File: src/rtl/host_cmd_port_pkg.sv
// Shared types and address map for the host command port.
// Assumes an 8-bit host data bus and a 3-bit register address.
package host_cmd_port_pkg;

    localparam int unsigned HOST_AW = 3;
    localparam int unsigned HOST_DW = 8;

    localparam logic [HOST_AW-1:0] ADDR_CTRL = 3'd0;
    localparam logic [HOST_AW-1:0] ADDR_CMD  = 3'd1;
    localparam logic [HOST_AW-1:0] ADDR_DATA = 3'd4;

    // Control register layout, bit 7 down to bit 0.
    typedef struct packed {
        logic       init;
        logic [1:0] mode;
        logic       flag1;
        logic       flag0;
        logic       rsvd;
        logic       tx_en;
        logic       rx_en;
    } ctrl_reg_t;

endpackage

File: src/rtl/hcp_host_access.sv
// Qualifies the host strobe and produces one-cycle access pulses.
// What: an access fires on the first cycle in which strobe (and ack, when
// acknowledge mode is on) is high; it does not repeat while held.
// Assumes host signals are synchronous to clk.
module hcp_host_access
    import host_cmd_port_pkg::*;
#(
    parameter bit USE_ACK = 1'b1
) (
    input  logic               clk,
    input  logic               rst_n,
    input  logic               strb,
    input  logic               ack,
    input  logic               rd,
    input  logic [HOST_AW-1:0] addr,
    output logic               wr_ctrl,
    output logic               wr_cmd,
    output logic               wr_data,
    output logic               rd_data
);

    logic qual;
    logic qual_q;
    logic fire;

    // Select whether the acknowledge input takes part in qualification.
    generate
        if (USE_ACK) begin : g_ack
            assign qual = strb & ack;
        end else begin : g_noack
            logic ack_unused;
            assign ack_unused = ack;
            assign qual = strb;
        end
    endgenerate

    // Remember the qualified strobe to find its leading edge.
    always_ff @(posedge clk) begin
        if (!rst_n) qual_q <= 1'b0;
        else        qual_q <= qual;
    end

    assign fire = qual & ~qual_q;

    // Decode the fired access into per-register strobes.
    always_comb begin
        wr_ctrl = fire & ~rd & (addr == ADDR_CTRL);
        wr_cmd  = fire & ~rd & (addr == ADDR_CMD);
        wr_data = fire & ~rd & (addr == ADDR_DATA);
        rd_data = fire &  rd & (addr == ADDR_DATA);
    end


    one_fire_chk: assert property (@(posedge clk) disable iff (!rst_n)
        fire |=> !fire);

endmodule

File: src/rtl/hcp_ctrl_reg.sv
// Control register: request enables, host flags, mode bits and the
// self-clearing initialise bit.
// Assumes write pulses are at least two cycles apart (edge-qualified).
module hcp_ctrl_reg
    import host_cmd_port_pkg::*;
(
    input  logic      clk,
    input  logic      rst_n,
    input  logic      wr_en,
    input  ctrl_reg_t wr_val,
    output ctrl_reg_t ctrl,
    output logic      init_clr
);

    ctrl_reg_t q;
    logic      init_q;

    // Store the writable fields; reserved and init bits never stick.
    always_ff @(posedge clk) begin
        if (!rst_n) begin
            q      <= '0;
            init_q <= 1'b0;
        end else begin
            init_q <= 1'b0;
            if (wr_en) begin
                q      <= wr_val;
                q.rsvd <= 1'b0;
                q.init <= 1'b0;
                init_q <= wr_val.init;
            end
        end
    end

    // Present the register with the one-cycle initialise flag folded in.
    always_comb begin
        ctrl      = q;
        ctrl.init = init_q;
    end

    assign init_clr = init_q;


    init_selfclr_chk: assert property (@(posedge clk) disable iff (!rst_n)
        init_clr |=> !init_clr);

endmodule

File: src/rtl/hcp_cmd_vector.sv
// Command register: host-chosen vector plus a pending command bit that
// only the core's taken pulse clears. The vector is frozen while pending.
// Assumes core_taken is a single-cycle pulse from the core.
module hcp_cmd_vector #(
    parameter int unsigned     VEC_W   = 5,
    parameter logic [VEC_W-1:0] VEC_RST = 5'h17,
    parameter int unsigned     VADDR_W = 16
) (
    input  logic               clk,
    input  logic               rst_n,
    input  logic               wr_en,
    input  logic               wr_cmd,
    input  logic [VEC_W-1:0]   wr_vec,
    input  logic               core_taken,
    output logic               pending,
    output logic [VEC_W-1:0]   vec,
    output logic [VADDR_W-1:0] vaddr
);

    localparam int unsigned PAD_W = VADDR_W - VEC_W - 1;

    // Accept host writes only when idle; core taken clears the command.
    always_ff @(posedge clk) begin
        if (!rst_n) begin
            pending <= 1'b0;
            vec     <= VEC_RST;
        end else begin
            if (core_taken) pending <= 1'b0;
            if (wr_en && !pending) begin
                vec     <= wr_vec;
                pending <= wr_cmd;
            end
        end
    end

    // Vector address is the vector shifted left by one.
    assign vaddr = {{PAD_W{1'b0}}, vec, 1'b0};


    cmd_hold_chk: assert property (@(posedge clk) disable iff (!rst_n)
        (pending && !core_taken) |=> pending);


    vec_frozen_chk: assert property (@(posedge clk) disable iff (!rst_n)
        pending |=> $stable(vec));

endmodule

File: src/rtl/hcp_data_regs.sv
// Single-byte registers in each direction and the polling request.
// Assumes core pulses and host access pulses are single-cycle.
module hcp_data_regs
    import host_cmd_port_pkg::*;
(
    input  logic               clk,
    input  logic               rst_n,
    input  logic               host_wr,
    input  logic               host_rd,
    input  logic [HOST_DW-1:0] host_wdata,
    input  logic               core_h2c_rd,
    input  logic               core_c2h_wr,
    input  logic [HOST_DW-1:0] core_c2h_data,
    input  logic               init_clr,
    input  logic               tx_en,
    input  logic               rx_en,
    output logic [HOST_DW-1:0] h2c_byte,
    output logic               h2c_full,
    output logic [HOST_DW-1:0] c2h_byte,
    output logic               c2h_full,
    output logic               req
);

    // Host-to-core byte: host fills, core drains, initialise empties.
    always_ff @(posedge clk) begin
        if (!rst_n) begin
            h2c_byte <= '0;
            h2c_full <= 1'b0;
        end else if (init_clr) begin
            h2c_full <= 1'b0;
        end else if (host_wr) begin
            h2c_byte <= host_wdata;
            h2c_full <= 1'b1;
        end else if (core_h2c_rd) begin
            h2c_full <= 1'b0;
        end
    end

    // Core-to-host byte: core fills, host read drains, initialise empties.
    always_ff @(posedge clk) begin
        if (!rst_n) begin
            c2h_byte <= '0;
            c2h_full <= 1'b0;
        end else if (init_clr) begin
            c2h_full <= 1'b0;
        end else if (core_c2h_wr) begin
            c2h_byte <= core_c2h_data;
            c2h_full <= 1'b1;
        end else if (host_rd) begin
            c2h_full <= 1'b0;
        end
    end

    // Polling request combines the two enabled conditions.
    assign req = (tx_en & ~h2c_full) | (rx_en & c2h_full);


    flush_chk: assert property (@(posedge clk) disable iff (!rst_n)
        init_clr |=> (!h2c_full && !c2h_full));


    c2h_fill_chk: assert property (@(posedge clk) disable iff (!rst_n)
        (core_c2h_wr && !init_clr) |=> c2h_full);


    h2c_fill_chk: assert property (@(posedge clk) disable iff (!rst_n)
        (host_wr && !init_clr) |=> h2c_full);

endmodule

File: src/rtl/host_cmd_port.sv
// Top of the host command port: host access decode, control register,
// command vector register and the two data byte registers.
// Assumes all inputs are synchronous to clk; reset is synchronous active low.
module host_cmd_port
    import host_cmd_port_pkg::*;
#(
    parameter bit               USE_ACK = 1'b1,
    parameter int unsigned      VEC_W   = 5,
    parameter logic [VEC_W-1:0] VEC_RST = 5'h17,
    parameter int unsigned      VADDR_W = 16
) (
    input  logic               clk,
    input  logic               rst_n,
    input  logic               host_strb,
    input  logic               host_ack,
    input  logic               host_rd,
    input  logic [2:0]         host_addr,
    input  logic [7:0]         host_wdata,
    output logic [7:0]         host_rdata,
    output logic               host_req,
    output logic               core_cmd_pending,
    output logic [VADDR_W-1:0] core_cmd_vaddr,
    input  logic               core_cmd_taken,
    output logic [1:0]         core_host_flags,
    output logic [1:0]         core_dma_mode,
    output logic               core_rx_req_en,
    output logic               core_tx_req_en,
    output logic [7:0]         core_h2c_data,
    output logic               core_h2c_full,
    input  logic               core_h2c_rd,
    input  logic [7:0]         core_c2h_data,
    input  logic               core_c2h_wr,
    output logic               core_c2h_full
);

    localparam int unsigned CMD_PAD = HOST_DW - 1 - VEC_W;

    logic                wr_ctrl;
    logic                wr_cmd;
    logic                wr_data;
    logic                rd_data;
    ctrl_reg_t           ctrl;
    ctrl_reg_t           ctrl_wval;
    logic                init_clr;
    logic [VEC_W-1:0]    vec;
    logic [HOST_DW-1:0]  c2h_byte;

    hcp_host_access #(.USE_ACK(USE_ACK)) u_access (
        .clk     (clk),
        .rst_n   (rst_n),
        .strb    (host_strb),
        .ack     (host_ack),
        .rd      (host_rd),
        .addr    (host_addr),
        .wr_ctrl (wr_ctrl),
        .wr_cmd  (wr_cmd),
        .wr_data (wr_data),
        .rd_data (rd_data)
    );

    assign ctrl_wval = ctrl_reg_t'(host_wdata);

    hcp_ctrl_reg u_ctrl (
        .clk      (clk),
        .rst_n    (rst_n),
        .wr_en    (wr_ctrl),
        .wr_val   (ctrl_wval),
        .ctrl     (ctrl),
        .init_clr (init_clr)
    );

    hcp_cmd_vector #(
        .VEC_W   (VEC_W),
        .VEC_RST (VEC_RST),
        .VADDR_W (VADDR_W)
    ) u_cmd (
        .clk        (clk),
        .rst_n      (rst_n),
        .wr_en      (wr_cmd),
        .wr_cmd     (host_wdata[HOST_DW-1]),
        .wr_vec     (host_wdata[VEC_W-1:0]),
        .core_taken (core_cmd_taken),
        .pending    (core_cmd_pending),
        .vec        (vec),
        .vaddr      (core_cmd_vaddr)
    );

    hcp_data_regs u_data (
        .clk           (clk),
        .rst_n         (rst_n),
        .host_wr       (wr_data),
        .host_rd       (rd_data),
        .host_wdata    (host_wdata),
        .core_h2c_rd   (core_h2c_rd),
        .core_c2h_wr   (core_c2h_wr),
        .core_c2h_data (core_c2h_data),
        .init_clr      (init_clr),
        .tx_en         (ctrl.tx_en),
        .rx_en         (ctrl.rx_en),
        .h2c_byte      (core_h2c_data),
        .h2c_full      (core_h2c_full),
        .c2h_byte      (c2h_byte),
        .c2h_full      (core_c2h_full),
        .req           (host_req)
    );

    // Core-facing view of the control register fields.
    assign core_host_flags = {ctrl.flag1, ctrl.flag0};
    assign core_dma_mode   = ctrl.mode;
    assign core_rx_req_en  = ctrl.rx_en;
    assign core_tx_req_en  = ctrl.tx_en;

    // Host read mux; unmapped addresses return zero.
    always_comb begin
        unique case (host_addr)
            ADDR_CTRL: host_rdata = ctrl;
            ADDR_CMD:  host_rdata = {core_cmd_pending, {CMD_PAD{1'b0}}, vec};
            ADDR_DATA: host_rdata = c2h_byte;
            default:   host_rdata = '0;
        endcase
    end


    cmd_rsvd_chk: assert property (@(posedge clk) disable iff (!rst_n)
        (host_addr == ADDR_CMD) |-> (host_rdata[6:5] == 2'b00));


    req_off_chk: assert property (@(posedge clk) disable iff (!rst_n)
        (!core_rx_req_en && !core_tx_req_en) |-> !host_req);

endmodule

File: config.mk
export PLATFORM = sky130hd
export DESIGN_NAME = host_cmd_port
export DESIGN_NICKNAME = d
export VERILOG_FILES = /design/src/rtl/host_cmd_port_pkg.sv /design/src/rtl/hcp_host_access.sv /design/src/rtl/hcp_ctrl_reg.sv /design/src/rtl/hcp_cmd_vector.sv /design/src/rtl/hcp_data_regs.sv /design/src/rtl/host_cmd_port.sv
export SDC_FILE = /design/constraint.sdc
export NUM_CORES = 1
export LEC_CHECK = 0
export BUFFER_PORTS_ARGS = -buffer_cell sky130_fd_sc_hd__buf_4
export CORE_MARGIN = 2
export CORE_UTILIZATION = 40
export DETAILED_ROUTE_END_ITERATION = 12
export GPL_ROUTABILITY_DRIVEN = 1
export GPL_TIMING_DRIVEN = 0
export PLACE_DENSITY = 0.68
export SYNTH_ARGS = -nofsm -noshare
export SYNTH_HDL_FRONTEND = slang
export SYNTH_HIERARCHICAL = 1
export SYNTH_SLANG_ARGS = --single-unit
File: constraint.sdc
create_clock -name clk -period 2.3 [get_ports clk]
set_input_delay 0.115 -clock clk [delete_from_list [all_inputs] [get_ports clk]]
set_output_delay 0.115 -clock clk [all_outputs]
set_load 0.02 [all_outputs]
==> summary.txt <==
most frequent cells in the layout: buf_4 (76), nand2_1 (37), dfxtp_1 (32)
sequential fraction of the synthesis area: 36.26%
grt ovf: 0
CTS Buffer Depth: 2
CTS Buf Count: 5
global route hottest layer: met2
final setup fails: 0
RSZ-0062 raised after global routing: false
Critical Path AT: 2.33 ns
first-pass GRT wire length: 6706 um
max_slew headroom: 26.63%
Die Area: 4965 um2
Yosys cell types: 26
Pleak: 1.092 nW
NumNets Final: 295
Yosys reg bits: 32
antenna cells: 0
wire per inst: 13.21 um
CTS tree: yes
maximum vdd ir drop: 0.3640 mV
# hold bufs at CTS: 0
vias in the first global route: 1406
PD cells: 517.5 nW/um2
Clk pwr share: 36.9%
GPL Wtd Cong: 0.7248
vias: 1507
Fin Clk Skew: 0.003377 ns
total net switching power: 0.3231 mW
post_cts resized: 0
initial antenna violation count: 0
clock-pin slew on the worst setup and hold paths: 0.07 ns
Worst Tran Pin Value: 1.090 ns
Pint: 0.9122 mW
Max Freq: 0.4704 GHz
Syn-to-layout area delta: 35.13%
GRT Total Usage: 17.51%
Post-CTS Repair Setup Buffers: 0
Final WS setup: 0.1743 ns
dpl ws: 0.2846 ns
Slew Viols, Final: 0
combinational power share: 16.5%
H-tree levels: 2
Max FO, Critical Path: 6
GR Util met1: 22.81%
core area: 4294 um2
commonest non-fill, non-tap cell in the layout: buf_4
hold slack: 0.05185 ns
crit end category: flip-flop
Routed Antenna Nets: 0
worst min-delay path category: in -> reg
Starting Density: 41.14%
min Tclk post-route: 2.126 ns
IO buf count: 57
drt pass-1 iters: 4
Initial DRC Count: 62
CP required: 2.50 ns
chip width: 70.46 um
drc violations: 0
Global Route met2 Usage: 27.25%
row count: 24
sw frac: 26.16%
mapped cell area: 1767 um2
GR Layer Usage met3: 5.628%
clk_lat worst skew: 0.28 ns
Max Cap Viol: 0
Mean Syn Cell Area: 9.107 um2
via density per instance: 4.695
status: finished, final reports clean
Fin. Hold Viols: 0
Post-DP HPWL: 3135 um
CTS Sinks: 32
layout cells sized above 1: 39.03%
clock root cell: clkbuf_8
die height: 70.46 um
critical path launch point type: flip-flop
IO Pins: 69
Pwr Total: 1.235 mW
setup TNS: 0 ns
total routed wirelength: 4241 um
largest net degree at the start of global routing: 11
cells after synthesis: 194
Yosys warning total: 6
Reg power frac: 46.6%
final period utilization: 92.42%
crit path kind: reg -> reg
==> final timing paths <==
check,start,endpoint,slack [ns],cells after the start
min reg2reg,u_data/c2h_byte[7],u_data/c2h_byte[7],0.46,2
max reg2reg,u_access/qual_q,u_cmd/vec[3],0.17,4
max,u_access/qual_q,u_cmd/vec[3],0.17,4
min,core_cmd_taken,u_cmd/pending,0.05,2
==> per-layer routing <==
| layer | vias up | wire [um] |
|---|---|---|
| met4 | 0 | 48 |
| met3 | 5 | 292 |
| met1 | 689 | 1944 |
| met5 | - | 0 |
| met2 | 47 | 1956 |
| li1 | 766 | - |
==> through the flow <==
step	utilization [%]	instances	cell area (um2)
floorplan	-	204	1804
global route	55.59	321	2387
finish	55.59	321	2387
CTS	55.59	321	2387
detailed placement	53.50	313	2297
global placement	53.50	313	2297
==> cells by family (layout without fill, tap and decap cells) <==
| group | after synthesis | count (layout) | share of synthesized area (%) |
|---|---|---|---|
| other | 2 | 12 | 0.4251 |
| buffers and inverters | 37 | 102 | 15.79 |
| flip-flops | 32 | 32 | 36.26 |
| AND/OR/NAND/NOR | 78 | 78 | 25.43 |
| multiplexers | 25 | 25 | 14.16 |
| AO/OA/AOI/OAI | 20 | 20 | 7.932 |
==> synth_stat cells <==
cell type	count	area, um2
nand2b_4	2	27.53
mux2i_1	25	250.2
or3_1	1	6.260
nand3b_1	5	37.54
nand2b_1	9	56.30
nand4b_1	1	8.760
nor2b_2	8	70.07
o211ai_1	4	30.03
and3_2	1	7.510
nor4_1	3	18.77
nor3_1	2	10.01
nor3_2	1	10.01
buf_4	19	142.6
nor2b_1	6	37.54
conb_1	2	7.510
inv_1	7	26.28
a211oi_1	12	90.09
buf_1	1	3.750
nor2b_4	1	13.76
a21oi_1	2	10.01
and3_1	1	6.260
nand2_1	37	138.9
o21ai_0	2	10.01
dfxtp_1	32	640.6
buf_2	1	5.000
buf_6	9	101.4
==> layout make-up <==
cell class	count	area, um2
Fill cell	450	1907
Sequential cell	32	640.6
Clock buffer	8	90.09
Inverter	7	26.28
Buffer	30	252.7
Multi-Input combinational cell	135	884.6
Tap cell	52	65.06
Timing Repair Buffer	57	427.9
==> flip-flops by register name, indices dropped and copies added, names as in the netlist <==
register and cells:
u_data/h2c_byte 8, u_data/c2h_full 1, u_data/h2c_full 1, u_access/qual_q 1, u_ctrl/init_clr 1, u_cmd/vec 5
u_ctrl/ctrl 6, u_cmd/pending 1, u_data/c2h_byte 8
==> worst max-delay path: stages (launching register included) <==
cell and delay, ns:
dfxtp_1 0.30, nand3b_1 0.22, nor4_1 0.92, nor2b_4 0.38, mux2i_1 0.23
==> power by group through the flow <==
stage	sequential [mW]	combinational (mW)	clock, mW
after floorplan	0.591	0.120	0
after global routing	0.577	0.220	0.492
final	0.576	0.203	0.456
after detailed placement	0.589	0.202	0
after CTS	0.576	0.203	0.464
after global placement	0.589	0.201	0
Power figures use the tool's default switching activity.
